File: config.mk
export PLATFORM = sky130hd
export DESIGN_NAME = ser_cfg_port
export DESIGN_NICKNAME = d
export VERILOG_FILES = /design/src/rtl/sercfg_pkg.sv /design/src/rtl/sercfg_sync.sv /design/src/rtl/sercfg_rx.sv /design/src/rtl/sercfg_regs.sv /design/src/rtl/ser_cfg_port.sv
export SDC_FILE = /design/constraint.sdc
export NUM_CORES = 1
export LEC_CHECK = 0
export BUFFER_PORTS_ARGS = -buffer_cell sky130_fd_sc_hd__clkbuf_2
export CORE_UTILIZATION = 60
export DETAILED_ROUTE_END_ITERATION = 16
export PLACE_DENSITY = 0.84
export SLEW_MARGIN = 20
export SYNTH_ARGS = -nofsm -noshare
export SYNTH_HDL_FRONTEND = slang
export SYNTH_SLANG_ARGS = --single-unit
export TNS_END_PERCENT = 5
File: constraint.sdc
create_clock -name clk -period 3.59 [get_ports clk]
set_clock_uncertainty 0.2 [all_clocks]
set_input_delay 0.718 -clock clk [delete_from_list [all_inputs] [get_ports clk]]
set_output_delay 0.718 -clock clk [all_outputs]
set_load 0.1 [all_outputs]
File: src/rtl/sercfg_pkg.sv
package sercfg_pkg;
    localparam int ADDR_W    = 3;
    localparam int DATA_W    = 8;
    localparam int GAIN_W    = 6;
    localparam int MODE_PDN  = 7;
    localparam int MODE_SRST = 6;
    localparam int TEST_ODIS = 6;
    localparam int IN_SYNCH  = 0;
    localparam int IN_LD     = 1;
    localparam int IN_SCLK   = 2;
    localparam int IN_SDATA  = 3;
    localparam int IN_COUNT  = 4;

    typedef enum logic [ADDR_W-1:0] {
        A_GAIN_R = 3'd0,
        A_OFS_R  = 3'd1,
        A_GAIN_G = 3'd2,
        A_OFS_G  = 3'd3,
        A_GAIN_B = 3'd4,
        A_OFS_B  = 3'd5,
        A_MODE   = 3'd6,
        A_TEST   = 3'd7
    } reg_addr_e;
endpackage

File: src/rtl/sercfg_sync.sv
module sercfg_sync #(
    parameter int STAGES = 2,
    parameter int WIDTH  = 4,
    parameter logic [WIDTH-1:0] IDLE = '0
) (
    input  logic             clk,
    input  logic             rst_n,
    input  logic [WIDTH-1:0] raw_i,
    output logic [WIDTH-1:0] lvl_o,
    output logic [WIDTH-1:0] rise_o,
    output logic [WIDTH-1:0] fall_o
);
    typedef struct packed {
        logic [STAGES:0][WIDTH-1:0] pipe;
    } sync_t;

    sync_t s_d, s_q;

    always_comb begin
        s_d      = s_q;
        s_d.pipe = {s_q.pipe[STAGES-1:0], raw_i};
    end

    always_ff @(posedge clk or negedge rst_n) begin
        if (!rst_n) s_q.pipe <= {(STAGES+1){IDLE}};
        else        s_q      <= s_d;
    end

    for (genvar b = 0; b < WIDTH; b++) begin : g_edge
        assign lvl_o[b]  = s_q.pipe[STAGES-1][b];
        assign rise_o[b] = s_q.pipe[STAGES-1][b] & ~s_q.pipe[STAGES][b];
        assign fall_o[b] = ~s_q.pipe[STAGES-1][b] & s_q.pipe[STAGES][b];
    end
endmodule

File: src/rtl/sercfg_rx.sv
module sercfg_rx #(
    parameter int ADDR_W = 3,
    parameter int DATA_W = 8
) (
    input  logic              clk,
    input  logic              rst_n,
    input  logic              en_i,
    input  logic              ld_fall_i,
    input  logic              ld_rise_i,
    input  logic              sclk_rise_i,
    input  logic              sdata_i,
    output logic              wr_o,
    output logic [ADDR_W-1:0] waddr_o,
    output logic [DATA_W-1:0] wdata_o
);
    localparam int FRAME_LEN = ADDR_W + DATA_W;
    localparam int CNT_W     = $clog2(FRAME_LEN + 1);
    localparam logic [CNT_W-1:0] FULL = CNT_W'(FRAME_LEN);

    typedef struct packed {
        logic                 active;
        logic [CNT_W-1:0]     cnt;
        logic [FRAME_LEN-1:0] shreg;
        logic                 wr;
        logic [ADDR_W-1:0]    addr;
        logic [DATA_W-1:0]    data;
    } rx_t;

    rx_t r_d, r_q;

    always_comb begin
        r_d    = r_q;
        r_d.wr = 1'b0;
        if (!en_i) begin
            r_d.active = 1'b0;
            r_d.cnt    = '0;
        end else if (ld_fall_i) begin
            r_d.active = 1'b1;
            r_d.cnt    = '0;
        end else if (r_q.active && ld_rise_i) begin
            r_d.active = 1'b0;
            if (r_q.cnt == FULL) begin
                r_d.wr   = 1'b1;
                r_d.addr = r_q.shreg[FRAME_LEN-1 -: ADDR_W];
                r_d.data = r_q.shreg[DATA_W-1:0];
            end
        end else if (r_q.active && sclk_rise_i && (r_q.cnt < FULL)) begin
            r_d.shreg = {r_q.shreg[FRAME_LEN-2:0], sdata_i};
            r_d.cnt   = r_q.cnt + 1'b1;
        end
    end

    always_ff @(posedge clk or negedge rst_n) begin
        if (!rst_n) r_q <= '0;
        else        r_q <= r_d;
    end

    assign wr_o    = r_q.wr;
    assign waddr_o = r_q.addr;
    assign wdata_o = r_q.data;

    AST_CNT_BOUND: assert property (@(posedge clk) disable iff (!rst_n)
        r_q.cnt <= FULL);
    AST_WR_NEEDS_FULL: assert property (@(posedge clk) disable iff (!rst_n)
        r_q.wr |-> $past(r_q.cnt == FULL && r_q.active));
endmodule

File: src/rtl/sercfg_regs.sv
module sercfg_regs
    import sercfg_pkg::*;
#(
    parameter int GAIN_W = 6,
    parameter int DATA_W = 8,
    parameter logic [DATA_W-1:0] OFS_RST = 8'h40
) (
    input  logic                        clk,
    input  logic                        rst_n,
    input  logic                        wr_i,
    input  logic [2:0]                  addr_i,
    input  logic [DATA_W-1:0]           data_i,
    output logic [2:0][GAIN_W-1:0]      gain_o,
    output logic [2:0][DATA_W-1:0]      ofs_o,
    output logic [DATA_W-1:0]           mode_o,
    output logic [DATA_W-1:0]           test_o
);
    typedef struct packed {
        logic [2:0][GAIN_W-1:0] gain;
        logic [2:0][DATA_W-1:0] ofs;
        logic [DATA_W-1:0]      mode;
        logic [DATA_W-1:0]      test;
    } bank_t;

    localparam bank_t BANK_RST = '{gain: '0, ofs: {3{OFS_RST}}, mode: '0, test: '0};

    bank_t b_d, b_q;
    logic [1:0] chan;

    assign chan = addr_i[2:1];

    always_comb begin
        b_d = b_q;
        if (wr_i) begin
            if (chan != 2'b11) begin
                if (addr_i[0]) b_d.ofs[chan]  = data_i;
                else           b_d.gain[chan] = data_i[DATA_W-1 -: GAIN_W];
            end else if (!addr_i[0]) begin
                if (data_i[MODE_SRST]) begin
                    b_d = BANK_RST;
                end else begin
                    b_d.mode = data_i;
                    if (data_i[MODE_PDN]) b_d.mode[1:0] = 2'b00;
                end
            end else begin
                b_d.test = data_i;
            end
        end
    end

    always_ff @(posedge clk or negedge rst_n) begin
        if (!rst_n) b_q <= BANK_RST;
        else        b_q <= b_d;
    end

    assign gain_o = b_q.gain;
    assign ofs_o  = b_q.ofs;
    assign mode_o = b_q.mode;
    assign test_o = b_q.test;

    AST_IDLE_HOLD: assert property (@(posedge clk) disable iff (!rst_n)
        !wr_i |=> $stable(b_q));
    AST_SOFT_RESET: assert property (@(posedge clk) disable iff (!rst_n)
        (wr_i && addr_i == A_MODE && data_i[MODE_SRST])
        |=> (b_q.mode == '0 && b_q.gain == '0 && b_q.ofs == {3{OFS_RST}}));
    AST_PDN_CFG: assert property (@(posedge clk) disable iff (!rst_n)
        (wr_i && addr_i == A_MODE && data_i[MODE_PDN] && !data_i[MODE_SRST])
        |=> (b_q.mode[1:0] == 2'b00 && b_q.mode[MODE_PDN]));
    AST_PDN_RETAIN: assert property (@(posedge clk) disable iff (!rst_n)
        (wr_i && addr_i == A_MODE && !data_i[MODE_SRST])
        |=> ($stable(b_q.gain) && $stable(b_q.ofs) && $stable(b_q.test)));
endmodule

File: src/rtl/ser_cfg_port.sv
module ser_cfg_port
    import sercfg_pkg::*;
#(
    parameter int SYNC_STAGES = 2,
    parameter int P_GAIN_W    = GAIN_W,
    parameter int P_DATA_W    = DATA_W,
    parameter logic [P_DATA_W-1:0] OFS_RST = 8'h40
) (
    input  logic                clk,
    input  logic                rst_n,
    input  logic                synch_i,
    input  logic                ld_i,
    input  logic                sclk_i,
    input  logic                sdata_i,
    output logic [P_GAIN_W-1:0] gain_red_o,
    output logic [P_GAIN_W-1:0] gain_grn_o,
    output logic [P_GAIN_W-1:0] gain_blu_o,
    output logic [P_DATA_W-1:0] ofs_red_o,
    output logic [P_DATA_W-1:0] ofs_grn_o,
    output logic [P_DATA_W-1:0] ofs_blu_o,
    output logic [P_DATA_W-1:0] mode_o,
    output logic [P_DATA_W-1:0] test_o,
    output logic                bus_drive_en_o
);
    localparam logic [IN_COUNT-1:0] IDLE_LVL = IN_COUNT'(1) << IN_LD;

    logic [IN_COUNT-1:0] raw, lvl, rise, fall;
    logic                wr;
    logic [ADDR_W-1:0]   waddr;
    logic [P_DATA_W-1:0] wdata;
    logic [2:0][P_GAIN_W-1:0] gain;
    logic [2:0][P_DATA_W-1:0] ofs;

    assign raw = {sdata_i, sclk_i, ld_i, synch_i};

    sercfg_sync #(.STAGES(SYNC_STAGES), .WIDTH(IN_COUNT), .IDLE(IDLE_LVL)) u_sync (
        .clk(clk), .rst_n(rst_n), .raw_i(raw),
        .lvl_o(lvl), .rise_o(rise), .fall_o(fall)
    );

    sercfg_rx #(.ADDR_W(ADDR_W), .DATA_W(P_DATA_W)) u_rx (
        .clk(clk), .rst_n(rst_n),
        .en_i(lvl[IN_SYNCH]),
        .ld_fall_i(fall[IN_LD]),
        .ld_rise_i(rise[IN_LD]),
        .sclk_rise_i(rise[IN_SCLK]),
        .sdata_i(lvl[IN_SDATA]),
        .wr_o(wr), .waddr_o(waddr), .wdata_o(wdata)
    );

    sercfg_regs #(.GAIN_W(P_GAIN_W), .DATA_W(P_DATA_W), .OFS_RST(OFS_RST)) u_regs (
        .clk(clk), .rst_n(rst_n),
        .wr_i(wr), .addr_i(waddr), .data_i(wdata),
        .gain_o(gain), .ofs_o(ofs), .mode_o(mode_o), .test_o(test_o)
    );

    assign gain_red_o     = gain[0];
    assign gain_grn_o     = gain[1];
    assign gain_blu_o     = gain[2];
    assign ofs_red_o      = ofs[0];
    assign ofs_grn_o      = ofs[1];
    assign ofs_blu_o      = ofs[2];
    assign bus_drive_en_o = ~lvl[IN_SYNCH] & ~test_o[TEST_ODIS];

    AST_WR_IN_SYNCH: assert property (@(posedge clk) disable iff (!rst_n)
        wr |-> $past(lvl[IN_SYNCH]));
endmodule

==> reports/metrics.cfg, run 1 <==
[status]
status = finished, violations left
violations = DRC

[synthesis]
ys_top_cells_by_area = dfrtp_1 54%, mux2_2 6.0%, o21ai_0 5.8%, nand2_1 5.8%, nor2b_1 4.6%
synth_top_area_share_pct = 54.1
synth_edf_count = 0
syn_area_mm2 = 0.00412
synth_cells = 370
ys_async_sr_fraction_pct = 100
synth_nets = 382
ys_ff_latch = 95
ys_warn_count = 0
synth_cell_types = 41
ys_seq_area_share_pct = 57.9
yosysTopAreaCell = dfrtp_1
synth.avg_cell_area_um2 = 11.1
synthFlopType = dfrtp_1

[floorplanning]
io_pins = 65
die_h_um = 84.8
rows = 29
initial_core_util_pct = 63.4
die_area_mm2 = 0.00720
coreArea_mm2 = 0.00649
fp.dieW_um = 84.8

[critical_path]
setup.worst_path.start = u_rx.waddr_o[0]$_DFFE_PN0P_
crit_fanout = 17
critical_path_arrival_ns = 2.67
worstPathRequired_ns = 3.67
worstPathCellList = inv_1 -> ha_1 -> nor3b_2 -> a31oi_1 -> o211ai_1
critical-path-max-stage-delay_ns = 0.84
start_kind = register
worstReg2RegStart = u_rx.waddr_o[0]$_DFFE_PN0P_
criticalPathCategory = register to register
slowest_stage = nor3b_2
end_kind = register

[sta]
finalCriticalPeriod_ns = 2.60
rsz0062_at_grt = false
worst_slack_ns = 0.992
setup_tns_ns = 0
min_period_over_period_pct = 72.4
slew_headroom_pct = 33.6
fmax_mhz = 385
tightest_slew_ns = 0.991
finalMaxSlewViolations = 0
hold_viol = 0
setup_viol = 0

[power]
netSwitchingFraction_pct = 21.9
comb_power_share_pct = 2.5
power.total_mw = 1.84
vdd_ir_drop_max_v = 0.000240
internal-power_mw = 1.43
p_seq_share_pct = 59.3
clockPowerShare_pct = 38.1
p_per_area_mw_per_mm2 = 395
total_switching_power_mw = 0.403
leakage_nw = 2.27

[layout]
nets = 440
area_growth_pct = 13.0
drive_above_1_share_pct = 29.1
final_area_mm2 = 0.00465
antenna_cells = 0
fillCellCount = 473

[grt]
grt_use_total_pct = 26.3
grt-ovfl-total = 0
antenna_found_initial = 0
grt_pass1_wl_um = 14400
grt_max_degree = 55
grt_pass1_vias = 2838

[drt]
ant_nets = 0
drt-total-wl_um = 8900
drtIter0Drc = 220
avgViaCountPerCell = 5.89
vias = 3004
drc_errors = 5
post_drt_wl_per_cell_um = 17.5
dr.pass1.iters = 11

[clock_tree]
clock_path_buffers = 2
cts_tree = yes
post_cts_resized = 0
htree_num_levels = 3
ctsHoldBuffers = 0
cts_setup_buffers = 0
cts_buffers = 9
path_clk_slew_ns = 0.09
worstSkewPairLatency_ns = 0.36
cts_sinks = 95
cts-root-buf = clkbuf_8

[placement]
port-buffer-count = 63
place_area_mm2 = 0.00446
dp_hpwl_um = 5820
gp_congestion = 0.809
dpl_worst_slack_ns = 1.03

[worst_hold_path]
hold_path.startpoint = u_sync.s_d[4]$_DFF_PN0_
worstHoldPathType = register to register

[job]
maxCapViolations = 0

## Yosys cell counts (2+ instances only)
cell type  number
nand2_1        64
nor2_1          5
o211ai_1        3
dfrtp_1        89
dfstp_2         6
o21ai_0        48
mux2_4          8
inv_1           7
and2_1          7
mux2_2         22
a22o_1          2
nor2b_1        30
nand4_1         2
buf_2           3
a21oi_1        11
clkbuf_1       14
ha_1            6
nand3_1         3
a31oi_1        18
## metrics by stage
step                instances  util (%)  hold WS, ns
detailed placement        494      68.7        0.137
CTS                       510      71.6        0.157
global placement          494      68.7        0.134
global route              510      71.6        0.160
finish                    510      71.6        0.155
floorplan                 370         -        0.131
## cells by family (layout without fill, tap and decap cells)
group / after synthesis / after routing / share of synthesized area, %
buffers and inverters: 27 / 90 / 3.10
other: 1 / 1 / 0.0911
adders and majority gates: 6 / 6 / 1.82
and+or+nand+nor: 122 / 122 / 15.3
DFF: 95 / 95 / 57.9
AOI/OAI and AO/OA: 88 / 88 / 12.6
muxes: 30 / 30 / 8.93
xor gates and xnor gates: 1 / 1 / 0.213
## worst max-delay path, delay by kind of cell, from the launching register on
| family | cells | cell delay (ns) |
|---|---|---|
| AND/OR/NAND/NOR | 1 | 0.84 |
| flip-flops | 1 | 0.55 |
| AO/OA/AOI/OAI | 2 | 0.42 |
| adder cells (fa/ha/maj) | 1 | 0.38 |
| buffers and inverters | 1 | 0.13 |
## routing by layer
metal / global-route usage (%) / up-vias / routed length (µm)
met2: 43.5 / 113 / 4570
met1: 34.6 / 1487 / 3640
li1: - / 1378 / -
met3: 3.99 / 26 / 425
met5: 0 / - / 0
met4: 12.5 / 0 / 273
## cell type report
| class | count | area [µm²] | area share [%] |
|---|---|---|---|
| sequential | 95 | 2380 | 51.3 |
| multi-input combinational | 248 | 1610 | 34.5 |
| timing repair buffer | 67 | 348 | 7.48 |
| clock buffer | 13 | 149 | 3.20 |
| tap | 77 | 96.3 | 2.07 |
| clock inverter | 3 | 42.5 | 0.914 |
| inverter | 7 | 26.3 | 0.565 |
## cell usage in the layout, fill, tap and decap left out, drive strengths merged, types with 2 or more instances in the layout
| cell | netlist | layout |
|---|---|---|
| a21oi | 11 | 11 |
| a22o | 3 | 3 |
| a31oi | 18 | 18 |
| and2 | 8 | 8 |
| buf | 6 | 5 |
| clkbuf | 14 | 75 |
| dfrtp | 89 | 89 |
| dfstp | 6 | 6 |
| ha | 6 | 6 |
| inv | 7 | 7 |
| mux2 | 30 | 30 |
| nand2 | 65 | 65 |
| nand3 | 3 | 3 |
| nand4 | 2 | 2 |
| nor2 | 5 | 5 |
| nor2b | 30 | 30 |
| nor3 | 2 | 2 |
| o211ai | 3 | 3 |
| o21ai | 50 | 50 |
## power groups by stage
stage          Combinational [mW]  Clock [mW]  Sequential [mW]
2_1_floorplan              0.0211           0             1.11
3_3_place_gp               0.0472           0             1.11
3_5_place_dp               0.0487           0             1.11
4_1_cts                    0.0488       0.707             1.09
5_1_grt                    0.0533       0.747             1.09
6_report                   0.0468       0.701             1.09
## worst paths after layout
check | end | slack (ns) | cells past startpoint
setup reg to reg | u_regs.ofs_o[14]$_DFFE_PN1P_ | 0.99 | 5
max in group asynchronous | u_regs.ofs_o[22]$_DFFE_PN1P_ | 2.19 | 2
hold / removal | u_sync.lvl_o[0]$_DFF_PN0_ | 0.15 | 0
min in group asynchronous | u_regs.gain_o[14]$_DFFE_PN0P_ | 0.19 | 1
hold reg to reg | u_sync.lvl_o[0]$_DFF_PN0_ | 0.15 | 0
setup / recovery | u_regs.ofs_o[14]$_DFFE_PN1P_ | 0.99 | 5
## sequential cells by signal (all words and copies together) (netlist names)
| register | flops |
|---|---|
| u_regs.gain_o | 18 |
| u_regs.mode_o | 7 |
| u_regs.ofs_o | 24 |
| u_regs.test_o | 8 |
| u_rx.r_q | 16 |
| u_rx.waddr_o | 3 |
| u_rx.wdata_o | 8 |
| u_rx.wr_o | 1 |
| u_sync.lvl_o | 4 |
| u_sync.s_d | 4 |
| u_sync.s_q | 2 |
Note: power is estimated with default switching activity, not from simulation.
==> run 2: changes to the inputs <==
CORE_UTILIZATION = 56   (was 60)
PLACE_DENSITY = 0.79   (was 0.84)
clock period = 2.4 ns   (was 3.59 ns; I/O delays follow)
==> run 2 against run 1 <==
Compared with the run above: the flow now finishes without violations; cell area increased by 3.3%; clock power is 64% higher; hold slack worse by 0.14 ns; critical path depth grew 1; count of clock-buffer cells in the layout down 3; largest power group unchanged; highest routed layer unchanged.
==> reports/metrics.cfg, run 2 (same netlist as run 1, synthesis figures left out) <==
[status]
status = completed

[sta]
fin_hold_ws_ns = 0.0131  ; -0.142 ns
fmax_mhz = 459  ; +19%
tightest_slew_ns = 0.900  ; -0.0912 ns
rsz0062_at_grt = false
setup_viol = 0  ; unchanged
setup_tns_ns = 0  ; unchanged
hold_viol = 0  ; unchanged
finalMaxSlewViolations = 0  ; unchanged
min_period_over_period_pct = 90.8  ; +18 points
slew_headroom_pct = 39.7  ; +6.1 points
worst_slack_ns = 0.220  ; -0.772 ns
finalCriticalPeriod_ns = 2.18  ; -0.418 ns

[drt]
drc_errors = 0  ; -5
avgViaCountPerCell = 5.51  ; -6.4%
dr.pass1.iters = 4  ; -7
ant_nets = 0  ; unchanged
drt-total-wl_um = 8840  ; -0.70%
vias = 2978  ; -0.87%
drtIter0Drc = 163  ; -26%
post_drt_wl_per_cell_um = 16.4  ; -6.2%

[layout]
drive_above_1_share_pct = 31.1  ; +2.0 points
area_growth_pct = 16.7
final_common_cell = dfrtp_1
nets = 451  ; +2.5%
final_area_mm2 = 0.00480  ; +3.3%
antenna_cells = 0  ; unchanged
largest_reg_flops = 24  ; unchanged
mostFrequentLayoutCells = 89 x dfrtp_1, 64 x nand2_1, 62 x clkbuf_2, 48 x o21ai_0, 30 x nor2b_1

[placement]
place_area_mm2 = 0.00457  ; +2.4%
dpl_worst_slack_ns = 0.105  ; -0.929 ns
dp_hpwl_um = 5940  ; +2.2%
port-buffer-count = 63  ; unchanged
gp_congestion = 0.823  ; +1.7%

[critical_path]
start_kind = register
critical_path_arrival_ns = 2.24  ; -0.43 ns
worstPathRequired_ns = 2.46  ; -1.21 ns
crit_fanout = 33  ; +16
end_kind = register
criticalPathCategory = register to register

[power]
p_per_area_mw_per_mm2 = 594  ; +50%
vdd_ir_drop_max_v = 0.000510  ; +110%
leakage_nw = 2.34  ; +3.4%

[clock_tree]
cts_setup_buffers = 0  ; unchanged
worstSkewPairLatency_ns = 0.38  ; +0.02 ns
cts_buffers = 9  ; unchanged
cts_sinks = 95  ; unchanged
cts-root-buf = clkbuf_8
path_clk_slew_ns = 0.09  ; about the same
htree_num_levels = 3  ; unchanged
clock_path_buffers = 2  ; unchanged
cts_tree = yes

[floorplanning]
die_h_um = 87.8  ; +3.4%
initial_core_util_pct = 59.3  ; -4.1 points
coreArea_mm2 = 0.00694  ; +6.9%
io_pins = 65  ; unchanged
rows = 30  ; +3.4%
fp.dieW_um = 87.8  ; +3.4%
die_area_mm2 = 0.00770  ; +7.0%

[grt]
antenna_found_initial = 0  ; unchanged
grt_max_degree = 48  ; -13%
grt_use_total_pct = 25.2  ; -1.1 points
grt_pass1_vias = 2912  ; +2.6%
grt-ovfl-total = 0  ; unchanged
grt_pass1_wl_um = 14500  ; +0.76%

[worst_hold_path]
worstHoldPathType = input port to register

[job]
maxCapViolations = 0  ; unchanged

[run 2: cell count changes in the layout (fill, tap and decap cells not counted), sizes merged]
cell	delta
clkbuf	-3
buf	+9
bufinv	+1
clkinv	+2
dlygate4sd3	+2
[run 2: layer usage]
metal | track usage (%) | wire (µm) | up-vias
met3 | 5.37 | 473 | 21
met4 | 11.3 | 184 | 0
met1 | 33.4 | 3810 | 1467
met5 | 0 | 0 | -
li1 | - | - | 1400
met2 | 40.2 | 4380 | 90
[run 2: report_power, final]
| part | internal, mW | leakage, nW | switching, mW | total [mW] |
|---|---|---|---|---|
| Clock | 0.585 | 0.106 | 0.564 | 1.15 |
| Sequential | 1.62 | 1.29 | 0.0114 | 1.63 |
| Combinational | 0.0209 | 0.949 | 0.0537 | 0.0745 |
| Total | 2.22 | 2.34 | 0.629 | 2.85 |
[run 2: cell type report]
class,instances,area (µm²)
fill,524,2140
timing repair buffer,78,448
clock inverter,6,86.3
tap,96,120
clock buffer,10,128
inverter,7,26.3
sequential,95,2380
multi-input combinational,248,1610
[run 2: final timing paths]
kind	startpoint	to	slack (ns)	cells after the start
hold reg to reg	u_sync.s_d[7]$_DFF_PN0_	u_sync.lvl_o[3]$_DFF_PN0_	0.15	0
min in group asynchronous	rst_n	u_regs.ofs_o[16]$_DFFE_PN0P_	0.45	2
max in group asynchronous	rst_n	u_regs.ofs_o[7]$_DFFE_PN0P_	0.88	3
setup reg to reg	u_rx.waddr_o[1]$_DFFE_PN0P_	u_regs.gain_o[5]$_DFFE_PN0P_	0.22	6
hold / removal	sclk_i	u_sync.s_d[6]$_DFF_PN0_	0.01	1
setup / recovery	u_rx.waddr_o[1]$_DFFE_PN0P_	u_regs.gain_o[5]$_DFFE_PN0P_	0.22	6
[run 2: timing repair]
item / 4_1_cts / 5_1_grt
hold buffers: 2 / 0
endpoints found under the hold margin: 42 / 0
gates resized for setup: 0 / 1
endpoints found under the setup margin: 0 / 2
[run 2: worst max-delay path, stage by stage, from the launching register on]
cell and delay, ns:
dfrtp_1 0.42, ha_1 0.23, buf_4 0.24, inv_1 0.10, o21ai_1 0.09, nor2_1 0.38, mux2_2 0.40
[run 2: through the flow]
stage | util [%] | power (mW) | std cells
2_1_floorplan | - | 1.69 | 370
3_3_place_gp | 65.8 | 1.73 | 522
3_5_place_dp | 65.8 | 1.74 | 522
4_1_cts | 69.1 | 2.86 | 540
5_1_grt | 69.2 | 2.93 | 540
6_report | 69.2 | 2.85 | 540
==> run 3: changes to the inputs <==
==> constraint.sdc (replaced) <==
create_clock -name clk -period 2.4 [get_ports clk]
set_clock_uncertainty 0.2 [all_clocks]
set_input_delay 0.12 -clock clk [delete_from_list [all_inputs] [get_ports clk]]
set_output_delay 0.12 -clock clk [all_outputs]
set_load 0.1 [all_outputs]
==> run 3 against run 2 <==
Compared with the run above: critical path depth down 1; largest power group unchanged; first-iteration DRC count fell by 34%; register-to-register slack got worse by 0.11 ns; global-route usage shrank 0.35 points; sequential power hardly changed; core utilization down 0.16 points; cell area decreased by 0.23%; combinational power grew 3.9%; wire length fell by 2.7%.
==> reports/metrics.cfg, run 3 (same netlist as run 1, synthesis figures left out) <==
[power]
vdd_ir_drop_max_v = 0.000351  ; -31%
leakage_nw = 2.33  ; -0.40%
p_per_area_mw_per_mm2 = 566  ; -4.7%

[floorplanning]
rows = 30  ; unchanged
fp.dieW_um = 87.8  ; unchanged
io_pins = 65  ; unchanged
die_h_um = 87.8  ; unchanged
coreArea_mm2 = 0.00694  ; unchanged
die_area_mm2 = 0.00770  ; unchanged
initial_core_util_pct = 59.3  ; unchanged

[critical_path]
start_kind = register
end_kind = register
worstPathRequired_ns = 2.43  ; -0.03 ns
criticalPathCategory = register to register
crit_fanout = 18  ; -45%
critical_path_arrival_ns = 2.32  ; +0.08 ns

[sta]
hold_viol = 0  ; unchanged
setup_tns_ns = 0  ; unchanged
slew_headroom_pct = 41.3  ; +1.5 points
tightest_slew_ns = 0.877  ; -0.0231 ns
rsz0062_at_grt = false
min_period_over_period_pct = 95.4  ; +4.6 points
finalMaxSlewViolations = 0  ; unchanged
finalCriticalPeriod_ns = 2.29  ; +0.111 ns
setup_viol = 0  ; unchanged
fmax_mhz = 437  ; -4.8%

[grt]
grt_pass1_vias = 2876  ; -1.2%
grt_use_total_pct = 24.9  ; -0.35 points
grt-ovfl-total = 0  ; unchanged
antenna_found_initial = 0  ; unchanged
grt_pass1_wl_um = 14200  ; -2.3%
grt_max_degree = 50  ; +4.2%

[status]
status = completed

[layout]
nets = 453  ; +0.44%
stdcell_count = 542  ; +0.37%
final_common_cell = dfrtp_1
antenna_cells = 0  ; unchanged
area_growth_pct = 16.4
drive_above_1_share_pct = 30.3  ; -0.81 points
largest_reg_flops = 24  ; unchanged
fillCellCount = 530  ; +1.1%
mostFrequentLayoutCells = 89 x dfrtp_1, 64 x nand2_1, 62 x clkbuf_2, 48 x o21ai_0, 30 x nor2b_1

[clock_tree]
cts-root-buf = clkbuf_8
htree_num_levels = 3  ; unchanged
post_cts_resized = 0  ; unchanged
path_clk_slew_ns = 0.09  ; about the same
clock_path_buffers = 2  ; unchanged
cts_buffers = 9  ; unchanged
ctsHoldBuffers = 5  ; +3
cts_sinks = 95  ; unchanged
cts_setup_buffers = 0  ; unchanged
worstSkewPairLatency_ns = 0.36  ; -0.02 ns
cts_tree = yes

[drt]
drt-total-wl_um = 8600  ; -2.7%
avgViaCountPerCell = 5.48  ; -0.64%
ant_nets = 0  ; unchanged
dr.pass1.iters = 4  ; unchanged
drc_errors = 0  ; unchanged
drtIter0Drc = 107  ; -34%
post_drt_wl_per_cell_um = 15.9  ; -3.1%
vias = 2970  ; -0.27%

[placement]
dp_hpwl_um = 5650  ; -4.9%
gp_congestion = 0.828  ; +0.62%
post-place-cells = 521  ; -0.19%
port-buffer-count = 63  ; unchanged

[worst_hold_path]
worstHoldPathType = input port to async pin

[job]
maxCapViolations = 0  ; unchanged

run 3: layout make-up:
type,instances,area [µm²],share of cell area [%]
clock buffer,12,135,2.82
clock inverter,4,47.5,0.992
sequential,95,2380,49.8
multi-input combinational,248,1610,33.6
inverter,7,26.3,0.548
timing repair buffer,80,470,9.82
tap,96,120,2.51
run 3: per-stage QoR:
step | hold WS (ns) | setup slack, ns | instance area, µm² | utilization, % | power (mW)
global route | 0.147 | 0.00461 | 4790 | 69.0 | 2.81
global placement | -0.0339 | 0.197 | 4560 | 65.7 | 1.73
detailed placement | -0.0311 | 0.134 | 4560 | 65.7 | 1.73
floorplan | -0.376 | 0.0650 | 4120 | - | 1.69
finish | 0.0898 | 0.110 | 4790 | 69.0 | 2.71
CTS | 0.119 | 0.117 | 4790 | 69.0 | 2.74
run 3: power breakdown:
part | leakage [nW] | switching (mW) | internal, mW
sequential | 1.29 | 0.0115 | 1.62
clock | 0.0904 | 0.527 | 0.480
combinational | 0.955 | 0.0543 | 0.0231
total | 2.33 | 0.593 | 2.12
run 3: critical path, stage by stage (launching register included):
cell	delay, ns
dfrtp_1	0.41
ha_1	0.22
ha_1	0.34
or3b_2	0.69
o21ai_0	0.21
nand2_1	0.09
run 3: worst paths after layout:
path                       slack (ns)                         from  cells past startpoint                            end
max in group asynchronous        1.14                        rst_n                      3        u_sync.s_q[9]$_DFF_PN1_
max                              0.11  u_rx.waddr_o[1]$_DFFE_PN0P_                      5    u_regs.ofs_o[0]$_DFFE_PN0P_
max reg2reg                      0.11  u_rx.waddr_o[1]$_DFFE_PN0P_                      5    u_regs.ofs_o[0]$_DFFE_PN0P_
min reg2reg                      0.15      u_sync.s_d[6]$_DFF_PN0_                      0      u_sync.lvl_o[2]$_DFF_PN0_
min                              0.09                        rst_n                      2  u_regs.gain_o[15]$_DFFE_PN0P_
min in group clk                 0.15      u_sync.s_d[6]$_DFF_PN0_                      0      u_sync.lvl_o[2]$_DFF_PN0_
run 3: metal layers:
metal	routed length (µm)	GRT usage [%]	vias up
met4	189	10.7	0
li1	-	-	1406
met3	413	4.81	16
met2	4310	40.4	91
met5	0	0	-
met1	3690	32.8	1457
